## src/rtl/xcvr_pkg.sv

```systemverilog
package xcvr_pkg;
  // Strobes passed from control to datapath
  typedef struct packed {
    logic loadAb;        // load A-to-B register this edge
    logic loadBa;        // load B-to-A register this edge
    logic driveA;        // bus A driven
    logic driveB;        // bus B driven
    logic pickStoredAb;  // B source: stored word
    logic pickStoredBa;  // A source: stored word
  } xcvr_strobe_t;
endpackage

```

## src/rtl/xcvr_ctrl.sv

```systemverilog
module xcvr_ctrl
  import xcvr_pkg::*;
(
  input  logic         clk,
  input  logic         rst,
  input  logic         outEnN,
  input  logic         dirAtoB,
  input  logic         abClk,
  input  logic         baClk,
  input  logic         abSelStored,
  input  logic         baSelStored,
  output xcvr_strobe_t strb
);
  localparam int NDIR = 2;  // index 0: A-to-B, index 1: B-to-A

  logic [NDIR-1:0] capLvl;
  logic [NDIR-1:0] rise;

  assign capLvl = {baClk, abClk};

  // One edge detector per direction; reset level is high so a clock
  // held high across reset does not count as a rise.
  for (genvar d = 0; d < NDIR; d++) begin : g_edge
    logic prevLvl;
    always_ff @(posedge clk) begin
      if (rst) prevLvl <= 1'b1;
      else     prevLvl <= capLvl[d];
    end
    assign rise[d] = capLvl[d] & ~prevLvl;
  end

  always_comb begin
    strb.loadAb       = rise[0];
    strb.loadBa       = rise[1];
    strb.driveB       = ~outEnN & dirAtoB;
    strb.driveA       = ~outEnN & ~dirAtoB;
    strb.pickStoredAb = abSelStored;
    strb.pickStoredBa = baSelStored;
  end
endmodule

```

## src/rtl/xcvr_datapath.sv

```systemverilog
module xcvr_datapath
  import xcvr_pkg::*;
#(
  parameter int DATA_W = 8
) (
  input  logic              clk,
  input  logic              rst,
  input  xcvr_strobe_t      strb,
  input  logic [DATA_W-1:0] aIn,
  input  logic [DATA_W-1:0] bIn,
  output logic [DATA_W-1:0] aOut,
  output logic [DATA_W-1:0] bOut,
  output logic              aOe,
  output logic              bOe,
  output logic [DATA_W-1:0] storedAb,
  output logic [DATA_W-1:0] storedBa
);
  localparam logic [DATA_W-1:0] ZERO = '0;

  logic [DATA_W-1:0] regAb, regBa;
  logic [DATA_W-1:0] srcToB, srcToA;

  always_ff @(posedge clk) begin
    if (rst)              regAb <= ZERO;
    else if (strb.loadAb) regAb <= aIn;
  end

  always_ff @(posedge clk) begin
    if (rst)              regBa <= ZERO;
    else if (strb.loadBa) regBa <= bIn;
  end

  always_comb begin
    srcToB = strb.pickStoredAb ? regAb : aIn;
    srcToA = strb.pickStoredBa ? regBa : bIn;
    bOut   = strb.driveB ? srcToB : ZERO;
    aOut   = strb.driveA ? srcToA : ZERO;
    bOe    = strb.driveB;
    aOe    = strb.driveA;
  end

  assign storedAb = regAb;
  assign storedBa = regBa;
endmodule

```

## src/rtl/dual_reg_xcvr.sv

```systemverilog
module dual_reg_xcvr
  import xcvr_pkg::*;
#(
  parameter int DATA_W = 8
) (
  input  logic              clk,
  input  logic              rst,
  input  logic              outEnN,
  input  logic              dirAtoB,
  input  logic              abClk,
  input  logic              baClk,
  input  logic              abSelStored,
  input  logic              baSelStored,
  input  logic [DATA_W-1:0] aIn,
  output logic [DATA_W-1:0] aOut,
  output logic              aOe,
  input  logic [DATA_W-1:0] bIn,
  output logic [DATA_W-1:0] bOut,
  output logic              bOe
);
  xcvr_strobe_t      strb;
  logic [DATA_W-1:0] storedAb, storedBa;

  xcvr_ctrl u_ctrl (
    .clk(clk), .rst(rst), .outEnN(outEnN), .dirAtoB(dirAtoB),
    .abClk(abClk), .baClk(baClk),
    .abSelStored(abSelStored), .baSelStored(baSelStored),
    .strb(strb)
  );

  xcvr_datapath #(.DATA_W(DATA_W)) u_dp (
    .clk(clk), .rst(rst), .strb(strb),
    .aIn(aIn), .bIn(bIn), .aOut(aOut), .bOut(bOut),
    .aOe(aOe), .bOe(bOe),
    .storedAb(storedAb), .storedBa(storedBa)
  );
endmodule

```

## config.mk

```make
export PLATFORM = sky130hd
export DESIGN_NAME = dual_reg_xcvr
export DESIGN_NICKNAME = d
export VERILOG_FILES = /design/src/rtl/xcvr_pkg.sv /design/src/rtl/xcvr_ctrl.sv /design/src/rtl/xcvr_datapath.sv /design/src/rtl/dual_reg_xcvr.sv
export SDC_FILE = /design/constraint.sdc
export NUM_CORES = 1
export LEC_CHECK = 0
export BUFFER_PORTS_ARGS = -buffer_cell sky130_fd_sc_hd__buf_2
export CORE_MARGIN = 2
export CORE_UTILIZATION = 46
export DETAILED_ROUTE_END_ITERATION = 8
export GPL_ROUTABILITY_DRIVEN = 0
export GPL_TIMING_DRIVEN = 0
export PLACE_DENSITY = 0.88
export SLEW_MARGIN = 15
export SYNTH_ARGS = -nofsm -noshare
export SYNTH_HDL_FRONTEND = slang
export SYNTH_HIERARCHICAL = 1
export SYNTH_SLANG_ARGS = --single-unit
```

## constraint.sdc

```tcl
create_clock -name clk -period 1.15 [get_ports clk]
set_input_delay 0.115 -clock clk [delete_from_list [all_inputs] [get_ports clk]]
set_output_delay 0.115 -clock clk [all_outputs]
set_load 0.01 [all_outputs]
```

* Word-level counts from Yosys, hierarchy flattened
Index checks and enable logic that the tools add are counted.
Word-level totals: bits in latches 0, word-level logic and storage cells 16, memory bits (read-only) 0, bits in writable memories 0, flip-flop bits (word level) 18, input port bits 24, memories kept 0
Operators by class: magnitude comparators 0, add/subtract/negate cells 0, equal/unequal tests 0, reductions and logical operators 0, shifts and indexed selects 0, multiply operators 0, bitwise operators 8, multiplexer cells 4, divide/modulo/power cells 0
Operators with widths (count):
- 8-bit two-way mux | 4
- 1-bit AND | 4
- 1-bit NOT | 4

* Logic depth before layout (Yosys ltp)
Gate-level depths: netlist of the first run.
depth after elaboration 3, mapped depth 4, gate-level depth less buffers 3

* By module
The synthesis of the first run kept the hierarchy.
Modules (own cells, without submodules):
- xcvr_datapath | area each 877.1 um2, cells each 88, sequential area each 320.3 um2, instances 1
- xcvr_ctrl | area each 90.1 um2, cells each 10, sequential area each 40.0 um2, instances 1

* Worst setup path after synthesis of the first run
No wires, ideal clock.
path type reg2reg, start point register u_ctrl.g_edge[0].prevLvl, end point register u_dp.regAb[3] (netlist: u_dp/storedAb[3]), required time 1.034 ns, period minus slack after synthesis 0.886 ns, arrival 0.770 ns, path slack 0.264 ns, path buffers 1, setup time 0.116 ns, cell stages (with the launch flop) 5, cell sequence dfxtp_1 nor2b_1 buf_6 mux2i_1 nor2_1
RTL lines:
- start, declared | RTL line xcvr_ctrl.sv:24 | logic prevLvl;
- start signal, assigned | RTL line xcvr_ctrl.sv:27 | else prevLvl <= capLvl[d];
- end signal, assigned | RTL line xcvr_datapath.sv:25 | else if (strb.loadAb) regAb <= aIn;
- end, declared | RTL line xcvr_datapath.sv:20 | logic [DATA_W-1:0] regAb, regBa;

* Worst setup path in the final report of the first run
start point register u_dp.regAb[5] (netlist: u_dp/storedAb[5]), end point output port bOut[5]
On the way: cells in the longest elaborated chain, start to end 2
RTL lines:
- 8-bit two-way mux | RTL line xcvr_datapath.sv:34 | srcToB = strb.pickStoredAb ? regAb : aIn;
- 8-bit two-way mux | RTL line xcvr_datapath.sv:36 | bOut = strb.driveB ? srcToB : ZERO;
- end, declared | RTL line dual_reg_xcvr.sv:18 | output logic [DATA_W-1:0] bOut,
Every way passes these cells.

==> summary.md, run 1 <==
| Metric | Value |
|---|---|
| LEAKAGE | `0.5902 nW` |
| Mapped Avg Cell Area | `9.869 µm²` |
| Skew-Pair Late Insertion Delay | `270 ps` |
| Cts bufs inserted | `3` |
| Max-Cap Viols | `0` |
| Initial Util | `48.80%` |
| Async SR Flop Fraction | `0%` |
| Worst Hold Class | `in -> reg` |
| Worst Setup End Kind | `output port` |
| Remaining antenna violation count | `0` |
| Largest cells by area after synthesis | `dfxtp_1 37%, mux2i_1 33%, nor2b_1 12%, nor2_1 6.6%, buf_6 5.8%` |
| Io pins | `42` |
| Data arrival, critical path | `960 ps` |
| Largest net degree at the start of global routing | `11` |
| Hold depth | `2` |
| Post-route setup slack | `74.05 ps` |
| Hold_ws | `19.86 ps` |
| Synthesized cell area | `967.2 µm²` |
| Clk pin slew, worst setup/hold paths | `90 ps` |
| Commonest cells post-synth | `32 x mux2i_1, 19 x nor2b_1, 18 x dfxtp_1` |
| Num rows | `16` |
| CTS root buf | `clkbuf_4` |
| Global-route wire length before repair | `2.891 mm` |
| Worst slew margin | `80.41%` |
| Initial antenna violation count | `0` |
| Actual slew at the worst max-slew pin | `293.5 ps` |
| Fmax | `929.4 MHz` |
| Crit path required time | `1030 ps` |
| Die ar. | `2486 µm²` |
| Via density | `4.671` |
| RSZ-0062 raised after global routing | `true` |
| Sequential fraction of the synthesis area | `37.26%` |
| Fin. max-slew vios | `0` |
| # diodes | `0` |
| Final period util | `93.56%` |
| Top cell type's share of synthesized area | `37.26%` |
| H-tree levels | `1` |
| Area grow syn2layout | `26.78%` |
| FF+latch count, synth | `18` |
| Clk buf depth | `2` |
| Yosys warning count | `6` |
| Final Hold Vio Count | `0` |
| Vias in the first global route | `718` |
| DIE HEIGHT | `49.86 µm` |
| Die width | `49.86 µm` |
| Starting DRT DRC Count | `12` |
| CP Launch Type | `flip-flop` |
| DP Wirelength | `1.430 mm` |
| Crit Path Class | `reg -> out` |
| Worst VDD drop | `634.5 µV` |
| Pwr Total | `1.181 mW` |
| Final Net Count | `166` |
| Outcome | `complete, no violations` |
| DR vias | `780` |
| Core Area | `1982 µm²` |
| Routed wire length | `1.807 mm` |
| Netlist cell types | `8` |
| Overall Global Routing Usage | `15.20%` |
| IO buf count | `39` |
| Share of cells above drive strength 1 | `40.00%` |
| Sink Count | `18` |
| Primary FF master, synth | `dfxtp_1` |
| Grt ovf | `0` |
| Post-Synthesis Cells | `98` |
| Clock Skews | `0.9728 ps` |
| Most numerous cell in the Yosys netlist | `mux2i_1` |
| Critical Path Fanout Max | `2` |
| Number of flops mapped to enable cells by yosys | `0` |
| # DRC | `0` |
| CTS tree | `built` |
| Worst r2r path cells | `4` |
| Crit path time final | `1076 ps` |
| Post-synth net total | `122` |
| Place WS | `67.92 ps` |
| Cts hold-fix bufs | `0` |
| Final Setup Violations | `0` |
| PwrDens | `963.4 nW/µm²` |
| Post-synth top area cell | `dfxtp_1` |
| Per-cell routed wire length | `10.82 µm` |
| Initial DRT Pass Iterations | `4` |
-- stage by stage --
| step | instances | area, µm² | setup TNS (ps) | utilization (%) |
|---|---|---|---|---|
| 2_1_floorplan | 98 | 967.2 | 0 | - |
| 3_3_place_gp | 164 | 1196 | 0 | 60.35 |
| 3_5_place_dp | 164 | 1196 | 0 | 60.35 |
| 4_1_cts | 167 | 1219 | 0 | 61.49 |
| 5_1_grt | 167 | 1226 | -11.48 | 61.87 |
| 6_report | 167 | 1226 | 0 | 61.87 |
-- path summary, 6_finish.rpt --
check	startpoint	to	slack (ps)
max reg2reg	u_ctrl/g_edge[0].prevLvl$_SDFF_PP1_	u_dp/storedAb[4]$_SDFFE_PP0P_	150
min reg2reg	u_dp/storedBa[7]$_SDFFE_PP0P_	u_dp/storedBa[7]$_SDFFE_PP0P_	500
min	abClk	u_ctrl/g_edge[0].prevLvl$_SDFF_PP1_	20
max	u_dp/storedAb[5]$_SDFFE_PP0P_	bOut[5]	70
-- area by class of cell --
type,count,area [µm²]
Multi-Input combinational cell,70,520.5
Tap cell,27,33.78
Sequential cell,18,362.8
Timing Repair Buffer,39,195.2
Fill cell,169,755.7
Buffer,10,91.34
Clock buffer,3,22.52
-- report_power, final --
| part | leakage, nW | switching (mW) | total (mW) | internal, mW |
|---|---|---|---|---|
| registers | 0.148 | 0.0102 | 0.657 | 0.647 |
| clock network | 0.0138 | 0.167 | 0.289 | 0.121 |
| logic | 0.429 | 0.109 | 0.236 | 0.127 |
| total | 0.590 | 0.286 | 1.18 | 0.895 |
-- cells in the final DEF (no fill, tap or decap), drive strengths merged --
cell type and n:
nor2b 19, nor2 17, mux2i 32, dfxtp 18, buf 48, clkbuf 4
or2 2
-- critical path, stage by stage, from the launching register on --
cell     delay, ps
dfxtp_1        340
mux2i_1         80
nor2b_1        120
buf_2          140
-- per-layer routing --
metal / up-vias / track usage [%] / part of all wire (%)
met4: 0 / 5.556 / 0
met2: 30 / 26.44 / 47
met3: 0 / 2.727 / 6.3
met5: - / 0 / 0
li1: 405 / - / -
met1: 345 / 18.56 / 46
-- cell families after synthesis --
| kind of cell | synth area share [%] |
|---|---|
| flops | 37.26 |
| buf+inv | 9.443 |
| simple gates | 20.18 |
| mux | 33.12 |
-- registers in the layout, summed over array words and instances, names as in the netlist --
| register | flops |
|---|---|
| u_dp/storedAb | 8 |
| u_dp/storedBa | 8 |
| u_ctrl/g_edge.prevLvl | 2 |
-- what timing repair did --
action,4_1_cts,5_1_grt
setup buffers,0,0
gates resized for setup,0,4
hold endpoints to repair,0,0
setup endpoints to repair,0,13
Power figures use the tool's default switching activity.
==> inputs of run 2 (changes only) <==
Settings changed: BUFFER_PORTS_ARGS -buffer_cell sky130_fd_sc_hd__buf_2 to -buffer_cell sky130_fd_sc_hd__buf_4, CORE_MARGIN 2 to 1, RECOVER_POWER set to 50.
==> summary.md, run 2 (synthesis gave the netlist of run 1 again) <==
| Metric | Value |
|---|---|
| Io pins | `42 (unchanged)` |
| Die width | `47.86 µm (-4.0%)` |
| Combinational share of power | `20.4% (+0.4 points)` |
| Fin Setup TNS | `0 ps (unchanged)` |
| Sink Count | `18 (unchanged)` |
| Worst VDD drop | `745.8 µV (+18%)` |
| Clk pin slew, worst setup/hold paths | `100 ps (about the same)` |
| Area grow syn2layout | `37.39%` |
| CTS root buf | `clkbuf_4` |
| Final Non-Filler Cells | `169 (+1.2%)` |
| Crit path required time | `1030 ps (about the same)` |
| Final Hold Vio Count | `0 (unchanged)` |
| Outcome | `complete, no violations` |
| Final Setup Violations | `0 (unchanged)` |
| Max-Cap Viols | `0 (unchanged)` |
| Largest net degree at the start of global routing | `11 (unchanged)` |
| Crit Path Class | `reg -> out` |
| Num rows | `16 (unchanged)` |
| LEAKAGE | `0.6155 nW (+4.3%)` |
| Global-route wire length before repair | `2.960 mm (+2.4%)` |
| Initial antenna violation count | `0 (unchanged)` |
| Register share of total power | `50.1% (-5.5 points)` |
| Remaining antenna violation count | `0 (unchanged)` |
| H-tree levels | `1 (unchanged)` |
| Post-route setup slack | `29.93 ps (-44.12 ps)` |
| CTS tree | `built` |
| Worst Hold Class | `in -> reg` |
| Routed wire length | `2.123 mm (+17%)` |
| Post-Place Cell Area | `1294 µm² (+8.2%)` |
| PwrDens | `987.7 nW/µm² (+2.5%)` |
| Worst slew margin | `66.86% (-14 points)` |
| Initial Util | `49.30% (+0.50 points)` |
| Clock Skews | `6.951 ps (+5.978 ps)` |
| DR vias | `819 (+5.0%)` |
| Place WS | `46.00 ps (-21.92 ps)` |
| Overall Global Routing Usage | `18.83% (+3.6 points)` |
| Data arrival, critical path | `1010 ps (+50 ps)` |
| Vias in the first global route | `751 (+4.6%)` |
| # DRC | `0 (unchanged)` |
| Post-CTS Setup Bufs | `0 (unchanged)` |
| RSZ-0062 raised after global routing | `true` |
| Sw power | `0.3170 mW (+11%)` |
| CP Launch Type | `flip-flop` |
| Commonest non-fill, non-tap cell in the layout | `buf_4` |
| DIE HEIGHT | `47.86 µm (-4.0%)` |
| Clk buf depth | `2 (unchanged)` |
| Commonest non-fill, non-tap cells in the layout | `41 x buf_4, 32 x mux2i_1, 19 x nor2b_1` |
| Skew-Pair Late Insertion Delay | `290 ps (+20 ps)` |
| Starting DRT DRC Count | `11 (-1)` |
| Grt ovf | `0 (unchanged)` |
| Fin. max-slew vios | `0 (unchanged)` |
| Clk network pwr share | `29.4% (+5.0 points)` |
| Cell Count Post-Placement | `164 (unchanged)` |
| IO buf count | `39 (unchanged)` |
| Share of cells above drive strength 1 | `38.03% (-2.0 points)` |
| Die ar. | `2290 µm² (-7.9%)` |
| Initial DRT Pass Iterations | `4 (unchanged)` |
| Crit path time final | `1120 ps (+44.12 ps)` |
| P_int | `0.9954 mW (+11%)` |
| Fmax | `892.8 MHz (-3.9%)` |
| Via density | `4.846 (+3.8%)` |
| Actual slew at the worst max-slew pin | `495.3 ps (+201.8 ps)` |
| Cts bufs inserted | `3 (unchanged)` |
| Final non-filler cell area | `1329 µm² (+8.4%)` |
| Switching share of total power | `24.15% (-0.077 points)` |
| Worst Setup End Kind | `output port` |
| Per-cell routed wire length | `12.56 µm (+16%)` |
| # diodes | `0 (unchanged)` |
| Final Net Count | `167 (+0.60%)` |
| Filler cell count | `167 (-1.2%)` |
| Core Area | `1962 µm² (-1.0%)` |
| Critical Path Fanout Max | `2 (unchanged)` |
| Final period util | `97.40% (+3.8 points)` |
## run 2: metal layers
metal	vias to the layer above	global-route usage (%)	share of wire [%]
met3	2	4.528	5.9
met5	-	0	0
met1	382	19.95	41
met4	0	8.333	0.57
li1	404	-	-
met2	31	34.86	53
## run 2: area by class of cell
type / count / area [µm²] / area share [%]
multi-input combinational: 70 / 515.5 / 38.79
sequential: 18 / 361.6 / 27.21
timing repair buffer: 40 / 302.8 / 22.79
buffer: 10 / 78.83 / 5.932
clock buffer: 4 / 36.28 / 2.731
tap: 27 / 33.78 / 2.542
## run 2: final timing paths
check             cells after the start                                  end                           startpoint  slack [ps]
setup / recovery                      3                              bOut[6]        u_dp/storedAb[6]$_SDFFE_PP0P_          30
hold / removal                        2  u_ctrl/g_edge[1].prevLvl$_SDFF_PP1_                                  rst          30
setup reg to reg                      4        u_dp/storedAb[1]$_SDFFE_PP0P_  u_ctrl/g_edge[0].prevLvl$_SDFF_PP1_          50
hold reg to reg                       2        u_dp/storedBa[1]$_SDFFE_PP0P_        u_dp/storedBa[1]$_SDFFE_PP0P_         510
## run 2: what timing repair did
| action | CTS | global route |
|---|---|---|
| setup endpoints to repair | 0 | 11 |
| hold endpoints to repair | 0 | 1 |
| hold buffers | 0 | 1 |
| resized for setup | 0 | 1 |
## run 2: worst max-delay path: stages, from the launching register on
cell and delay, ps:
dfxtp_1 330, mux2i_1 170, nor2b_1 80, buf_4 140
## run 2: through the flow
stage | total power [mW] | hold WS [ps] | util [%]
after CTS | 1.331 | 1.188 | 67.79
final | 1.312 | 26.84 | 67.73
after global placement | 0.9301 | 304.7 | 65.94
after detailed placement | 0.9417 | 307.1 | 65.94
after global routing | 1.382 | 13.76 | 67.73
after floorplan | 0.8211 | 212.1 | -
## run 2: power by group through the flow
stage	combinational, mW	clock (mW)	sequential [mW]
finish	0.268	0.386	0.658
CTS	0.271	0.402	0.658
detailed placement	0.270	0	0.672
global route	0.291	0.431	0.660
global placement	0.260	0	0.670
floorplan	0.153	0	0.669
